### config.mk
export PLATFORM = sky130hd
export DESIGN_NAME = pipe3_dslot
export DESIGN_NICKNAME = d
export VERILOG_FILES = /design/src/rtl/pipe3_dslot.sv
export SDC_FILE = /design/constraint.sdc
export NUM_CORES = 1
export LEC_CHECK = 0
export ABC_AREA = 1
export BUFFER_PORTS_ARGS = -buffer_cell sky130_fd_sc_hd__buf_4
export CAP_MARGIN = 0
export CORE_MARGIN = 1.5
export CORE_UTILIZATION = 30
export CTS_CLUSTER_DIAMETER = 80
export DETAILED_ROUTE_END_ITERATION = 8
export GPL_ROUTABILITY_DRIVEN = 1
export GPL_TIMING_DRIVEN = 0
export PLACE_DENSITY = 0.47
export RECOVER_POWER = 50
export REMOVE_ABC_BUFFERS = 1
export SYNTH_ARGS = -nofsm -noshare
export SYNTH_HDL_FRONTEND = slang
export SYNTH_SLANG_ARGS = --single-unit
### constraint.sdc
create_clock -name clk -period 2.51 [get_ports clk]
set_clock_uncertainty 0.2 [all_clocks]
set_input_delay 0.502 -clock clk [delete_from_list [all_inputs] [get_ports clk]]
set_output_delay 0.502 -clock clk [all_outputs]
set_load 0.02 [all_outputs]
### src/rtl/pipe3_dslot.sv
module pipe3_dslot #(
  parameter int XLEN       = 8,
  parameter int NREG       = 4,
  parameter int IMEM_DEPTH = 32,
  localparam int RA = $clog2(NREG),
  localparam int AW = $clog2(IMEM_DEPTH),
  localparam int IW = 3 + 2*RA + XLEN
) (
  input  logic            clk,
  input  logic            rst_n,
  input  logic            imem_we,
  input  logic [AW-1:0]   imem_waddr,
  input  logic [IW-1:0]   imem_wdata,
  input  logic [RA-1:0]   dbg_sel,
  output logic [XLEN-1:0] dbg_data,
  output logic            eq_o,
  output logic            retire_o
);
  localparam logic [2:0] OP_NOP = 3'd0, OP_CMP = 3'd1, OP_INC = 3'd2,
                         OP_MOVI = 3'd3, OP_ADD = 3'd4, OP_JNE = 3'd5;

  logic [IW-1:0] imem [IMEM_DEPTH];
  logic [AW-1:0] pc, ir_pc, fetch_addr;
  logic [IW-1:0] ir;
  logic          ir_v;
  logic [NREG-1:0][XLEN-1:0] rf;
  logic          eq;

  logic [2:0]      d_op;
  logic [RA-1:0]   d_rd, d_rs;
  logic [XLEN-1:0] d_imm, opa, opb;

  logic            ex_v, ex_we, taken;
  logic [2:0]      ex_op;
  logic [RA-1:0]   ex_rd;
  logic [XLEN-1:0] ex_a, ex_b, ex_imm, ex_res;

  logic            st_v, st_we;
  logic [RA-1:0]   st_rd;
  logic [XLEN-1:0] st_res;

  always_ff @(posedge clk)
    if (imem_we) imem[imem_waddr] <= imem_wdata;

  assign taken      = ex_v && ex_op == OP_JNE && !eq;
  assign fetch_addr = taken ? ex_imm[AW-1:0] : pc;

  always_ff @(posedge clk) begin
    if (!rst_n) begin
      pc <= '0; ir <= '0; ir_v <= 1'b0; ir_pc <= '0;
    end else begin
      ir    <= imem[fetch_addr];
      ir_pc <= fetch_addr;
      pc    <= fetch_addr + 1'b1;
      ir_v  <= 1'b1;
    end
  end

  assign d_op  = ir[IW-1 -: 3];
  assign d_rd  = ir[IW-4 -: RA];
  assign d_rs  = ir[IW-4-RA -: RA];
  assign d_imm = ir[XLEN-1:0];

  assign opa = (ex_we && ex_rd == d_rd) ? ex_res :
               (st_v && st_we && st_rd == d_rd) ? st_res : rf[d_rd];
  assign opb = (ex_we && ex_rd == d_rs) ? ex_res :
               (st_v && st_we && st_rd == d_rs) ? st_res : rf[d_rs];

  always_ff @(posedge clk) begin
    if (!rst_n) begin
      ex_v <= 1'b0; ex_op <= OP_NOP; ex_rd <= '0;
      ex_a <= '0; ex_b <= '0; ex_imm <= '0;
    end else begin
      ex_v <= ir_v; ex_op <= d_op; ex_rd <= d_rd;
      ex_a <= opa;  ex_b <= opb;  ex_imm <= d_imm;
    end
  end

  assign ex_we = ex_v && (ex_op == OP_INC || ex_op == OP_MOVI || ex_op == OP_ADD);

  always_comb begin
    case (ex_op)
      OP_INC:  ex_res = ex_a + 1'b1;
      OP_MOVI: ex_res = ex_imm;
      OP_ADD:  ex_res = ex_a + ex_b;
      default: ex_res = '0;
    endcase
  end

  always_ff @(posedge clk) begin
    if (!rst_n) eq <= 1'b0;
    else if (ex_v && ex_op == OP_CMP) eq <= (ex_a == ex_b);
  end

  always_ff @(posedge clk) begin
    if (!rst_n) begin
      st_v <= 1'b0; st_we <= 1'b0; st_rd <= '0; st_res <= '0;
    end else begin
      st_v   <= ex_v && ex_op != OP_JNE;
      st_we  <= ex_we;
      st_rd  <= ex_rd;
      st_res <= ex_res;
    end
  end

  always_ff @(posedge clk) begin
    if (!rst_n) rf <= '0;
    else if (st_v && st_we) rf[st_rd] <= st_res;
  end

  assign retire_o = st_v;
  assign dbg_data = rf[dbg_sel];
  assign eq_o     = eq;

  AST_RESET_QUIET: assert property (@(posedge clk) disable iff (!rst_n)
    $past(!rst_n) |-> !retire_o);
  AST_JUMP_NO_RETIRE: assert property (@(posedge clk) disable iff (!rst_n)
    (ex_v && ex_op == OP_JNE) |=> !retire_o);
  AST_TAKEN_TARGET: assert property (@(posedge clk) disable iff (!rst_n)
    (ex_v && ex_op == OP_JNE && !eq) |=> ir_pc == $past(ex_imm[AW-1:0]));
  AST_SEQ_FETCH: assert property (@(posedge clk) disable iff (!rst_n)
    (ir_v && !(ex_v && ex_op == OP_JNE && !eq)) |=> ir_pc == $past(ir_pc) + 1'b1);
  AST_IDLE_RF_STABLE: assert property (@(posedge clk) disable iff (!rst_n)
    !retire_o |=> $stable(rf));
endmodule

**After elaboration in Yosys (flattened, before gate mapping)**

Memory sizes are Yosys's and may differ from the RTL's. A register that Yosys moved wholly into a read port is not among the register bits.
Cells that the tools add are included.

- Input port bits: 25
- RAM bits: 480
- Bits in registers: 81
- Memories kept: 1

- Equality and inequality tests: 11
- $lt $le $gt $ge: 5
- Reductions and logical operators: 15
- $add $sub $neg: 3
- Muxes and demuxes: 18

Memory list:

| name | depth | bits a word | rd ports | clocked after Yosys merged registers in | write ports | RTL line | source |
|---|---|---|---|---|---|---|---|
| imem | 32 | 15 | 1 | 1 | 1 | 22 | `logic [IW-1:0] imem [IMEM_DEPTH];` |

Operators with widths:

| operator | count |
|---|---|
| 8-bit two-way mux | 8 |
| 8-bit binary-select mux with 2-bit select | 3 |
| 32-bit bitwise mux | 1 |
| 8-bit one-hot mux with 3 select lines | 1 |
| 8-bit demux with 2-bit select | 1 |
| 2-bit by 3-bit less-than comparator with 1-bit output, second input constant | 4 |
| 1-bit logical AND | 11 |
| 8-bit by 1-bit adder with 8-bit output, second input constant | 1 |
| 8-bit adder | 1 |
| 2-bit == test | 4 |
| 8-bit == test | 1 |
| 3-bit by 2-bit == test with 1-bit output, second input constant | 2 |
| 3-bit == test, second input constant | 2 |
| 5-bit by 1-bit adder with 5-bit output, second input constant | 1 |
| 5-bit two-way mux | 1 |
| 3-bit by 1-bit == test with 1-bit output, second input constant | 1 |
| 1-bit two-way mux | 3 |
| 3-bit inequality test, second input constant | 1 |
| 2-bit by 1-bit >= comparator with 1-bit output, second input constant | 1 |
| 1-bit zero test | 2 |
| 1-bit logical OR | 2 |

**Logic depth before layout (Yosys ltp)**

Gate-level depths: netlist of run 1.

- Depth after elaboration: 6
- Gate-level depth with buffers: 18
- Gate-level depth less buffers: 18

**Least setup slack after synthesis of run 1**

OpenSTA, ideal clock, no wires.

- Path type: register to register
- Start point: register ex_op[1]
- End point: register ex_a[6]
- Cell stages (with the launch flop): 19
- Buffers on the path: 0
- Clock period less this slack: 2673 ps
- Path slack: -163 ps
- Arrival: 2413 ps
- Cells stage by stage: dfxtp_1 > inv_2 > nand2_1 > nor2_1 > inv_2 > or2_2 > ha_1 > fa_1 > nand3_1 > nand3_1 > nand2_1 > nand2_1 > a21oi_1 > nor2_1 > nor2_1 > nand2_1 > a21oi_1 > nand2_1 > nand2_1

- Longest elaborated chain between the ends: 6

Ends and longest elaborated chain:

| what | RTL line | source |
|---|---|---|
| start: declaration | 34 | `logic [2:0] ex_op;` |
| start signal: assignment | 74 | `ex_v <= ir_v; ex_op <= d_op; ex_rd <= d_rd;` |
| 3-bit by 2-bit == test with 1-bit output | 79, 82 |  |
| 1-bit logical OR (2 in a row) | 79 | `assign ex_we = ex_v && (ex_op == OP_INC \|\| ex_op == OP_MOVI \|\| ex_op == OP_ADD);` |
| 1-bit logical AND | 79 |  |
| 1-bit logical AND | 64 | `assign opa = (ex_we && ex_rd == d_rd) ? ex_res :` |
| 8-bit two-way mux * | 64 |  |
| end signal: assignment | 75 | `ex_a <= opa; ex_b <= opb; ex_imm <= d_imm;` |
| end: declaration | 36 | `logic [XLEN-1:0] ex_a, ex_b, ex_imm, ex_res;` |

Every way passes the cells marked *; elsewhere a longest branch is shown, timed or not.
A chain may end at the register's enable or synchronous reset.

**Worst setup path in the final report of run 1**

- Start point: register ex_op[1]
- End point: register ir[9] (read register of imem)

- Longest elaborated chain between the ends: 4

Ends and longest elaborated chain:

| what | RTL line | source |
|---|---|---|
| 3-bit == test | 45 | `assign taken = ex_v && ex_op == OP_JNE && !eq;` |
| 1-bit logical AND (2 in a row) | 45 |  |
| 5-bit two-way mux | 46 | `assign fetch_addr = taken ? ex_imm[AW-1:0] : pc;` |
| end: declaration | 24 | `logic [IW-1:0] ir;` |

Every way passes these cells.

==> results of run 1 <==
-- per-layer routing --
| metal | global-route usage, % | share of wire, % | vias up |
|---|---|---|---|
| li1 | - | - | 8994 |
| met1 | 24.1 | 43 | 9095 |
| met2 | 28.7 | 47 | 756 |
| met3 | 2.40 | 6.5 | 148 |
| met4 | 6.53 | 3.4 | 0 |
| met5 | 0 | 0 | - |
-- Yosys cell counts (all sizes together), types with 16 or more instances --
library cell / instances / area share [%]
a21oi: 66 / 1.3
o211ai: 16 / 0.47
nand2: 632 / 9.4
inv: 464 / 6.9
clkbuf: 51 / 0.76
buf: 74 / 1.5
o21ai: 99 / 2.0
nor2: 181 / 2.7
dfxtp: 96 / 7.6
edfxtp: 480 / 57
o22ai: 22 / 0.54
nand3: 413 / 8.2
-- registers in the layout, indices dropped and copies added, names as in the netlist, 2 cells and up --
| signal | flops |
|---|---|
| ex_rd | 2 |
| pc | 5 |
| imem | 480 |
| ex_op | 3 |
| ir | 15 |
| ex_imm | 8 |
| st_rd | 2 |
| st_res | 8 |
| ex_b | 8 |
| ex_a | 8 |
| rf | 32 |
-- report_power, final --
| part | switching (mW) | leakage [nW] | internal (mW) |
|---|---|---|---|
| sequential | 0.130 | 5.11 | 10.5 |
| clock | 4.10 | 1.11 | 5.94 |
| combinational | 1.89 | 7.31 | 1.09 |
| total | 6.13 | 13.5 | 17.6 |
-- through the flow --
step / util, % / hold slack (ns) / power, mW / instances
detailed placement: 32.5 / 0.202 / 12.8 / 3666
global route: 39.2 / 0.246 / 24.5 / 3936
CTS: 37.1 / 0.0865 / 23.3 / 3863
finish: 39.2 / 0.211 / 23.7 / 3936
global placement: 31.5 / 0.193 / 12.8 / 3631
floorplan: - / 0.190 / 12.0 / 2517
-- critical path, cell delays in order (launching register included) --
cell	delay, ns
dfxtp_2	0.33
inv_4	0.07
buf_12	0.10
buf_12	0.09
nand3_4	0.15
buf_6	0.17
o21ai_4	0.19
buf_12	0.18
nand2_8	0.10
buf_12	0.16
buf_4	0.13
buf_6	0.14
nand2_1	0.07
nand3_1	0.09
a21oi_2	0.19
nor2_2	0.06
nor2_4	0.12
nor2_2	0.05
-- cell type report --
type / instances / area [um^2] / share of cell area (%)
Clock buffer: 84 / 1780 / 5.44
Timing Repair inverter: 4 / 38.8 / 0.118
Multi-Input combinational cell: 1491 / 8020 / 24.5
Clock inverter: 39 / 494 / 1.51
Timing Repair Buffer: 195 / 2890 / 8.83
Inverter: 467 / 1830 / 5.58
Sequential cell: 576 / 16300 / 49.9
Tap cell: 1080 / 1350 / 4.13
-- cell usage in the layout, fill, tap and decap left out, types with 9 or more instances in the layout --
master / Yosys / final
nand2_1: 628 / 600
edfxtp_1: 480 / 480
inv_1: 460 / 457
nand3_1: 412 / 345
nor2_1: 180 / 113
clkbuf_16: 0 / 94
o21ai_0: 96 / 93
dfxtp_1: 96 / 89
buf_4: 4 / 67
a21oi_1: 66 / 57
nor2_2: 0 / 50
nand3_2: 0 / 48
clkbuf_1: 51 / 29
buf_16: 0 / 25
buf_8: 0 / 23
nand2_2: 3 / 22
o22ai_1: 22 / 22
nand3_4: 1 / 20
nand2_8: 0 / 19
buf_12: 0 / 19
buf_6: 0 / 18
nor2_4: 0 / 17
o211ai_1: 16 / 16
clkinv_1: 3 / 15
clkinv_2: 0 / 12
xor2_1: 9 / 9
-- how the worst max path moves through the flow --
stage	from	end	slack [ns]
final	ex_op[1]$_SDFF_PN0_	ir[9]$_SDFF_PN0_	-0.21
after CTS	ex_op[1]$_SDFF_PN0_	ex_a[6]$_SDFF_PN0_	-0.13
after global placement	eq_o$_SDFFE_PN0P_	ir[5]$_SDFF_PN0_	-8.93
after floorplan	eq_o$_SDFFE_PN0P_	ir[0]$_SDFF_PN0_	-2.67
after global routing	ex_op[1]$_SDFF_PN0_	ex_a[6]$_SDFF_PN0_	-0.26
after detailed placement	ex_op[0]$_SDFF_PN0_	ir[5]$_SDFF_PN0_	-1.37
-- logic make-up after synthesis --
logic type      count (synthesis)  share of synthesized area, %
fa+ha+maj                       9                         0.474
compound gates                218                          4.76
simple gates                 1238                          20.8
buf+inv                       592                          9.18
flops                         576                          64.5
xor+xnor                        9                         0.311
-- repair_timing --
action | CTS | global route
endpoints found under the setup margin | 42 | 35
pin swaps | 29 | 72
cloned | 27 | 42
buffers inserted | 47 | 31
gates resized for setup | 130 | 156
==> impl_metrics.py, run 1 <==
metrics = {
    "drt": {
        "vias": 18993,
        "antenna_left": 0,
        "firstDrtPassIters": 5,
        "routed_wl_mm": 83.8,
        "wl_per_cell_um": 21.3,
        "first_iter_violations": 1681,
        "viasPerCell": 4.83,
        "drc": 0,
    },
    "placed_design": {
        "hpwl_mm": 39.0,
        "dpl_cell_area_um2": 27100,
        "pre_cts_ws_ns": -1.37,
        "place.gp.congestion": 0.803,
        "portBuffers": 34,
    },
    "worst_setup_path": {
        "r2r_end": "ir[9]$_SDFF_PN0_",
        "reg2reg_from": "ex_op[1]$_SDFF_PN0_",
        "cp.required_ns": 2.78,
        "critPathLaunchType": "register",
        "crit_type": "reg2reg",
        "path_max_fanout": 8,
        "r2r_slack_ns": -0.21,
        "endpoint_kind": "register",
        "cp.arrival_ns": 2.99,
        "rr_worst_depth": 17,
    },
    "sta": {
        "period_share_pct": 108,
        "rsz0062_at_grt": "true",
        "setup_viol": 18,
        "worst_slew_pin_slew_ns": 1.91,
        "worst_slack_ns": -0.213,
        "relSlewSlack_pct": -27.2,
        "min_period_ns": 2.72,
        "max_freq_mhz": 367,
        "maxSlewViolCount": 495,
        "tns_ns": -1.74,
        "hold_viol": 0,
    },
    "clock_tree": {
        "htree_levels": 3,
        "cts-root-buf": "clkbuf_16",
        "cts_tree": "done",
        "cts_inserted_buffers": 68,
        "clock_latency_ns": 0.64,
        "clkTransAtPathRegs_ns": 0.06,
        "cts_hold_buf": 0,
        "cts.sinks": 576,
        "cts_buffer_depth": 3,
    },
    "cells_and_area": {
        "nets": 2837,
        "diodes": 0,
        "syn_to_final_growth_pct": 29.4,
        "fillers": 8082,
        "final_area_um2": 32800,
        "drive_above_1_share_pct": 17.8,
    },
    "worst_hold_path": {
        "hold_path.startpoint": "ir[6]$_SDFF_PN0_",
        "min_delay_path_depth": 2,
        "hp-class": "reg2reg",
        "min_to": "ex_imm[6]$_SDFF_PN0_",
    },
    "synthesis": {
        "ys_seq_elements": 576,
        "synth_cells": 2642,
        "async_reset_ff_share_pct": 0,
        "synth-edff-count": 480,
        "synth_seq_area_share_pct": 64.5,
        "syn_area_per_cell_um2": 9.58,
        "synth_cell_type_count": 37,
        "yosys_warnings": 0,
        "synth_area_um2": 25300,
        "ys.flop_type": "edfxtp_1",
    },
    "floorplanning": {
        "core_area_um2": 83600,
        "rows": 106,
        "ios": 35,
        "start_util_pct": 30.3,
        "dieArea_um2": 86100,
        "fp.dieW_um": 294,
        "die_y_um": 294,
    },
    "grt": {
        "grt_pass1_vias": 17566,
        "antenna_found_initial": 0,
        "overflow": 0,
        "grt_use_total_pct": 17.7,
        "grt_pass1_wl_mm": 113,
        "grt_max_degree": 82,
    },
    "status": {
        "violations": "max-capacitance violations, max-slew violations, negative setup slack",
        "status": "finished, violations left",
    },
    "power": {
        "vdd_ir_drop_max_v": 0.000563,
        "power.density_nw_per_um2": 724,
        "p_leak_nw": 13.5,
    },
    "job": {
        "maxCapViolCount": 15,
    },
}
Note: power is estimated with default switching activity, not from simulation.
==> run 2, diff against run 1 <==
--- a/config.mk
+++ b/config.mk
@@ -14,7 +14,7 @@
 export DETAILED_ROUTE_END_ITERATION = 8
 export GPL_ROUTABILITY_DRIVEN = 1
 export GPL_TIMING_DRIVEN = 0
-export PLACE_DENSITY = 0.47
+export PLACE_DENSITY = 0.46
 export RECOVER_POWER = 50
 export REMOVE_ABC_BUFFERS = 1
 export SYNTH_ARGS = -nofsm -noshare
==> constraint.sdc (replaced) <==
create_clock -name clk -period 3.3 [get_ports clk]
set_clock_uncertainty 0.2 [all_clocks]
set_input_delay 0.66 -clock clk [delete_from_list [all_inputs] [get_ports clk]]
set_output_delay 0.66 -clock clk [all_outputs]
set_load 0.02 [all_outputs]
==> impl_metrics.py, run 2 (synthesis gave the netlist of run 1 again) <==
metrics = {
    "cells_and_area": {
        "nets": 2718,
        "layout_commonest_cell": "nand2_1",
        "largest_register": "imem",
        "final_util_pct": 35.6,
        "layout_common_cells": "nand2_1, edfxtp_1, inv_1",
        "fillers": 8332,
        "largest_register_ffs": 480,
        "syn_to_final_growth_pct": 17.4,
        "top_regs": "imem x480, rf x32, ir x15",
        "drive_above_1_share_pct": 8.23,
    },
    "power": {
        "vdd_ir_drop_max_v": 0.000365,
        "p_leak_nw": 12.3,
        "switchingPower_mw": 4.23,
        "power.density_nw_per_um2": 566,
        "p_seq_share_pct": 48.2,
        "intPower_mw": 12.6,
        "clkPwrFrac_pct": 42.2,
        "comb_power_share_pct": 9.6,
        "p_sw_share_pct": 25.2,
    },
    "clock_tree": {
        "cts_hold_buf": 0,
        "clkTransAtPathRegs_ns": 0.06,
        "cts.sinks": 576,
        "clock_latency_ns": 0.62,
        "cts_buffer_depth": 3,
        "cts_inserted_buffers": 67,
        "cts_tree": "done",
        "htree_levels": 3,
        "cts-root-buf": "clkbuf_16",
    },
    "grt": {
        "antenna_found_initial": 2,
        "overflow": 0,
        "grt_use_total_pct": 17.1,
        "grt_pass1_wl_mm": 110,
        "grt_pass1_vias": 17304,
        "grt_max_degree": 82,
    },
    "sta": {
        "worst_slew_pin_slew_ns": 1.84,
        "relSlewSlack_pct": -22.7,
        "worst_slack_ns": 0.132,
        "rsz0062_at_grt": "false",
        "maxSlewViolCount": 464,
        "max_freq_mhz": 316,
        "setup_viol": 0,
        "hold_viol": 0,
        "period_share_pct": 96.0,
        "min_period_ns": 3.17,
    },
    "placed_design": {
        "pre_cts_ws_ns": -0.581,
        "portBuffers": 34,
        "place.gp.congestion": 0.801,
        "hpwl_mm": 40.6,
    },
    "worst_setup_path": {
        "path_max_fanout": 31,
        "critPathLaunchType": "register",
        "cp.required_ns": 3.57,
        "path_cells": "inv_1 -> nand2_4 -> nor2_8 -> buf_4 -> o21ai_4 -> buf_12 -> inv_2 -> nand3_1 -> nand2_1 -> nor2_1 -> nor2_1",
        "max_stage_delay_ns": 0.48,
        "endpoint_kind": "register",
        "crit_type": "reg2reg",
        "cpMostUsedCell": "nor2_1",
        "critPathSlowestCell": "o21ai_4",
        "cp.arrival_ns": 3.44,
    },
    "job": {
        "maxCapViolCount": 14,
    },
    "floorplanning": {
        "die_y_um": 294,
        "rows": 106,
        "start_util_pct": 30.3,
        "fp.dieW_um": 294,
        "core_area_um2": 83600,
        "ios": 35,
        "dieArea_um2": 86100,
    },
    "drt": {
        "firstDrtPassIters": 5,
        "drc": 0,
        "vias": 18009,
        "antenna_left": 0,
        "viasPerCell": 4.72,
        "wl_per_cell_um": 19.3,
        "routed_wl_mm": 73.5,
        "first_iter_violations": 1341,
    },
    "status": {
        "status": "finished, violations left",
        "violations": "max-capacitance violations, max-slew violations",
    },
    "worst_hold_path": {
        "hp-class": "reg2reg",
    },
}
-- run 2: critical path: cells and delay by family (launching register included) --
family                 cells  cell delay [ns]
AO/OA/AOI/OAI              1             0.48
AND/OR/NAND/NOR            6             1.04
buffers and inverters      4             0.88
flip-flops                 1             0.41
-- run 2: power groups by stage --
stage / registers [mW] / logic (mW) / clock network (mW)
2_1_floorplan: 8.22 / 0.869 / 0
3_3_place_gp: 8.25 / 1.50 / 0
3_5_place_dp: 8.25 / 1.49 / 0
4_1_cts: 8.10 / 1.63 / 7.27
5_1_grt: 8.12 / 1.79 / 7.55
6_report: 8.11 / 1.62 / 7.10
-- run 2: path summary, 6_finish.rpt --
path / start / cells after the start / slack, ns / end
hold reg to reg: ir[13]$_SDFF_PN0_ / 2 / 0.21 / ex_op[1]$_SDFF_PN0_
hold / removal: ir[13]$_SDFF_PN0_ / 2 / 0.21 / ex_op[1]$_SDFF_PN0_
setup reg to reg: eq_o$_SDFFE_PN0P_ / 11 / 0.13 / ir[5]$_SDFF_PN0_
setup / recovery: eq_o$_SDFFE_PN0P_ / 11 / 0.13 / ir[5]$_SDFF_PN0_
-- run 2: repair_timing --
item / in CTS / in global routing
pin swaps: 4 / 3
gates cloned: 11 / 1
endpoints found under the setup margin: 15 / 18
gates resized for setup: 15 / 6
setup buffers: 4 / 5
-- run 2: stage by stage --
step	power [mW]	TNS [ns]	instances	hold slack [ns]	cell area [um^2]
after floorplan	9.09	-31.50	2517	0.190	24700
after global routing	17.5	0	3814	0.236	29700
final	16.8	0	3816	0.213	29700
after CTS	17.0	0	3808	0.212	29700
after detailed placement	9.74	-7.57	3674	0.198	27300
after global placement	9.75	-145.75	3631	0.201	26400
-- run 2: area by class of cell --
| type | instances | area (um^2) | share of cell area [%] |
|---|---|---|---|
| timing repair buffer | 92 | 1250 | 4.22 |
| antenna | 2 | 5.00 | 0.0168 |
| multi-input combinational | 1479 | 6910 | 23.2 |
| inverter | 467 | 1770 | 5.96 |
| tap | 1080 | 1350 | 4.55 |
| sequential | 576 | 16300 | 54.9 |
| clock buffer | 84 | 1770 | 5.96 |
| timing repair inverter | 1 | 8.76 | 0.0295 |
| clock inverter | 35 | 327 | 1.10 |
-- run 2: layer usage --
layer  part of all wire, %  track usage [%]  wire length, um  vias up
li1                      -                -                -     8719
met4                   2.9             5.54             2120        4
met2                    46             27.7            34000      494
met3                   5.6             2.84             4100      131
met5                 0.029                0               21        -
met1                    45             23.2            33200     8661
==> run 3, diff against run 2 <==
--- a/config.mk
+++ b/config.mk
@@ -9,14 +9,15 @@
 export BUFFER_PORTS_ARGS = -buffer_cell sky130_fd_sc_hd__buf_4
 export CAP_MARGIN = 0
 export CORE_MARGIN = 1.5
-export CORE_UTILIZATION = 30
+export CORE_UTILIZATION = 47
 export CTS_CLUSTER_DIAMETER = 80
 export DETAILED_ROUTE_END_ITERATION = 8
 export GPL_ROUTABILITY_DRIVEN = 1
 export GPL_TIMING_DRIVEN = 0
-export PLACE_DENSITY = 0.46
+export PLACE_DENSITY = 0.64
 export RECOVER_POWER = 50
 export REMOVE_ABC_BUFFERS = 1
+export SKIP_LAST_GASP = 1
 export SYNTH_ARGS = -nofsm -noshare
 export SYNTH_HDL_FRONTEND = slang
 export SYNTH_SLANG_ARGS = --single-unit
==> impl_metrics.py, run 3 (synthesis gave the netlist of run 1 again) <==
metrics = {
    "cells_and_area": {
        "layout_common_cells": "nand2_1, edfxtp_1, inv_1",
        "layout_commonest_cell": "nand2_1",
        "diodes": 0,
        "drive_above_1_share_pct": 7.23,
        "largest_register_ffs": 480,
        "multi_input_area_um2": 6900,
        "largest_register": "imem",
        "nets": 2699,
        "fillers": 4540,
        "syn_to_final_growth_pct": 13.2,
        "seqCellArea_um2": 16300,
        "top_regs": "imem x480, rf x32, ir x15",
    },
    "worst_setup_path": {
        "path_buf_inv": 1,
        "path_cells": "nand3_4 -> o21ai_2 -> nand2_8 -> buf_16 -> nand2_1 -> nand2_1 -> nand2_1 -> nand3_1 -> nand3_1 -> nand2_1 -> nor2_1 -> nor2_1",
        "r2r_end": "ir[6]$_SDFF_PN0_",
        "crit_type": "reg2reg",
        "max_stage_delay_ns": 0.67,
        "reg2reg_from": "ex_op[0]$_SDFF_PN0_",
        "critPathLaunchType": "register",
        "path_max_fanout": 76,
        "endpoint_kind": "register",
        "cp.arrival_ns": 3.47,
        "rr_worst_depth": 12,
        "critPathSlowestCell": "o21ai_2",
        "cp_top_family": "simple AND/OR/NAND/NOR gates",
        "cp.required_ns": 3.61,
        "r2r_slack_ns": 0.13,
        "cpMostUsedCell": "nand2_1",
    },
    "drt": {
        "vias": 18142,
        "antenna_left": 0,
        "viasPerCell": 5.34,
        "drc": 0,
        "wl_per_cell_um": 19.6,
        "firstDrtPassIters": 6,
        "routed_wl_mm": 66.8,
        "first_iter_violations": 1829,
    },
    "grt": {
        "antenna_found_initial": 0,
        "grt_max_degree": 82,
        "overflow": 0,
        "grt_use_total_pct": 23.4,
        "grt_pass1_wl_mm": 98.8,
        "grt_pass1_vias": 17107,
    },
    "floorplanning": {
        "die_y_um": 235,
        "start_util_pct": 47.9,
        "rows": 84,
        "fp.dieW_um": 235,
        "dieArea_um2": 55300,
        "core_area_um2": 52900,
        "ios": 35,
    },
    "clock_tree": {
        "cts-root-buf": "clkbuf_16",
        "cts_inserted_buffers": 58,
        "clkTransAtPathRegs_ns": 0.06,
        "cts_hold_buf": 0,
        "cts.sinks": 576,
        "htree_levels": 2,
        "cts_buffer_depth": 3,
        "cts_tree": "done",
        "clock_latency_ns": 0.64,
    },
    "worst_hold_path": {
        "hold_path.startpoint": "ir_v$_DFF_P_",
        "hp-class": "reg2reg",
        "min_delay_path_depth": 2,
        "min_to": "ex_v$_SDFF_PN0_",
    },
    "power": {
        "p_leak_nw": 12.1,
        "finalPower_mw": 16.2,
        "vdd_ir_drop_max_v": 0.000424,
        "power.density_nw_per_um2": 565,
    },
    "job": {
        "maxCapViolCount": 15,
    },
    "sta": {
        "worst_slew_pin_slew_ns": 1.86,
        "setup_viol": 0,
        "max_freq_mhz": 316,
        "period_share_pct": 96.0,
        "hold_slack_ns": 0.215,
        "relSlewSlack_pct": -24.0,
        "worst_slack_ns": 0.133,
        "hold_viol": 0,
        "min_period_ns": 3.17,
        "maxSlewViolCount": 494,
    },
    "placed_design": {
        "pre_cts_ws_ns": -0.659,
        "place.gp.congestion": 0.865,
        "portBuffers": 34,
        "hpwl_mm": 35.5,
    },
    "status": {
        "status": "finished, violations left",
        "violations": "max-capacitance violations, max-slew violations",
    },
}
run 3: changes by cell type in the layout (fill, tap and decap cells not counted), moves of 5 or more:
cell | previous run | this run
buf_16 | 14 | 7
buf_4 | 25 | 35
buf_8 | 25 | 9
clkbuf_16 | 69 | 61
clkinvlp_4 | 1 | 6
nor2_1 | 153 | 163
nor2_2 | 25 | 17
run 3: worst max-delay path by stage:
stage                              startpoint               end  depth (start not counted)
after global placement    ex_op[0]$_SDFF_PN0_  ir[7]$_SDFF_PN0_                         11
final                     ex_op[0]$_SDFF_PN0_  ir[6]$_SDFF_PN0_                         12
after detailed placement  ex_op[0]$_SDFF_PN0_  ir[8]$_SDFF_PN0_                         12
after global routing      ex_op[0]$_SDFF_PN0_  ir[7]$_SDFF_PN0_                         12
after floorplan             eq_o$_SDFFE_PN0P_  ir[0]$_SDFF_PN0_                         11
after CTS                 ex_op[0]$_SDFF_PN0_  ir[8]$_SDFF_PN0_                          9
run 3: metal layers:
metal	up-vias	global-route usage (%)	share of wire [%]
met2	699	38.6	47
met3	126	3.03	7.3
met1	8642	31.2	42
li1	8675	-	-
met5	-	0	0
met4	0	9.92	3.7
run 3: timing repair:
item / in CTS / in global routing
endpoints found under the setup margin: 15 / 15
gates cloned: 8 / 7
buffers inserted: 0 / 11
pin swaps: 3 / 6
resized for setup: 9 / 6
run 3: through the flow:
| stage | TNS (ns) | utilization, % | std cells | cell area (um^2) |
|---|---|---|---|---|
| 4_1_cts | -0.0747 | 53.9 | 3378 | 28500 |
| 2_1_floorplan | -31.50 | - | 2517 | 24700 |
| 3_5_place_dp | -7.58 | 49.9 | 3263 | 26400 |
| 5_1_grt | -0.0108 | 54.2 | 3400 | 28700 |
| 3_3_place_gp | -117.50 | 48.9 | 3239 | 25900 |
| 6_report | 0 | 54.2 | 3400 | 28700 |
run 3: where the power goes:
| group | switching (mW) | internal (mW) |
|---|---|---|
| Sequential | 0.0935 | 8.02 |
| Combinational | 1.08 | 0.455 |
| Clock | 2.81 | 3.75 |
| Total | 3.98 | 12.2 |
run 3: final cells by class:
class | instances | share of cell area [%]
multi-input combinational | 1482 | 24.1
timing repair buffer | 79 | 3.04
inverter | 467 | 6.18
timing repair inverter | 1 | 0.0262
tap | 688 | 3.00
clock buffer | 75 | 5.46
clock inverter | 32 | 1.20
sequential | 576 | 57.0
run 3: worst register-to-register path, delay by kind of cell, from the launching register on:
| kind | cells | cell delay (ns) |
|---|---|---|
| AO/OA/AOI/OAI | 1 | 0.67 |
| buffers and inverters | 1 | 0.29 |
| flip-flops | 1 | 0.43 |
| AND/OR/NAND/NOR | 10 | 1.46 |
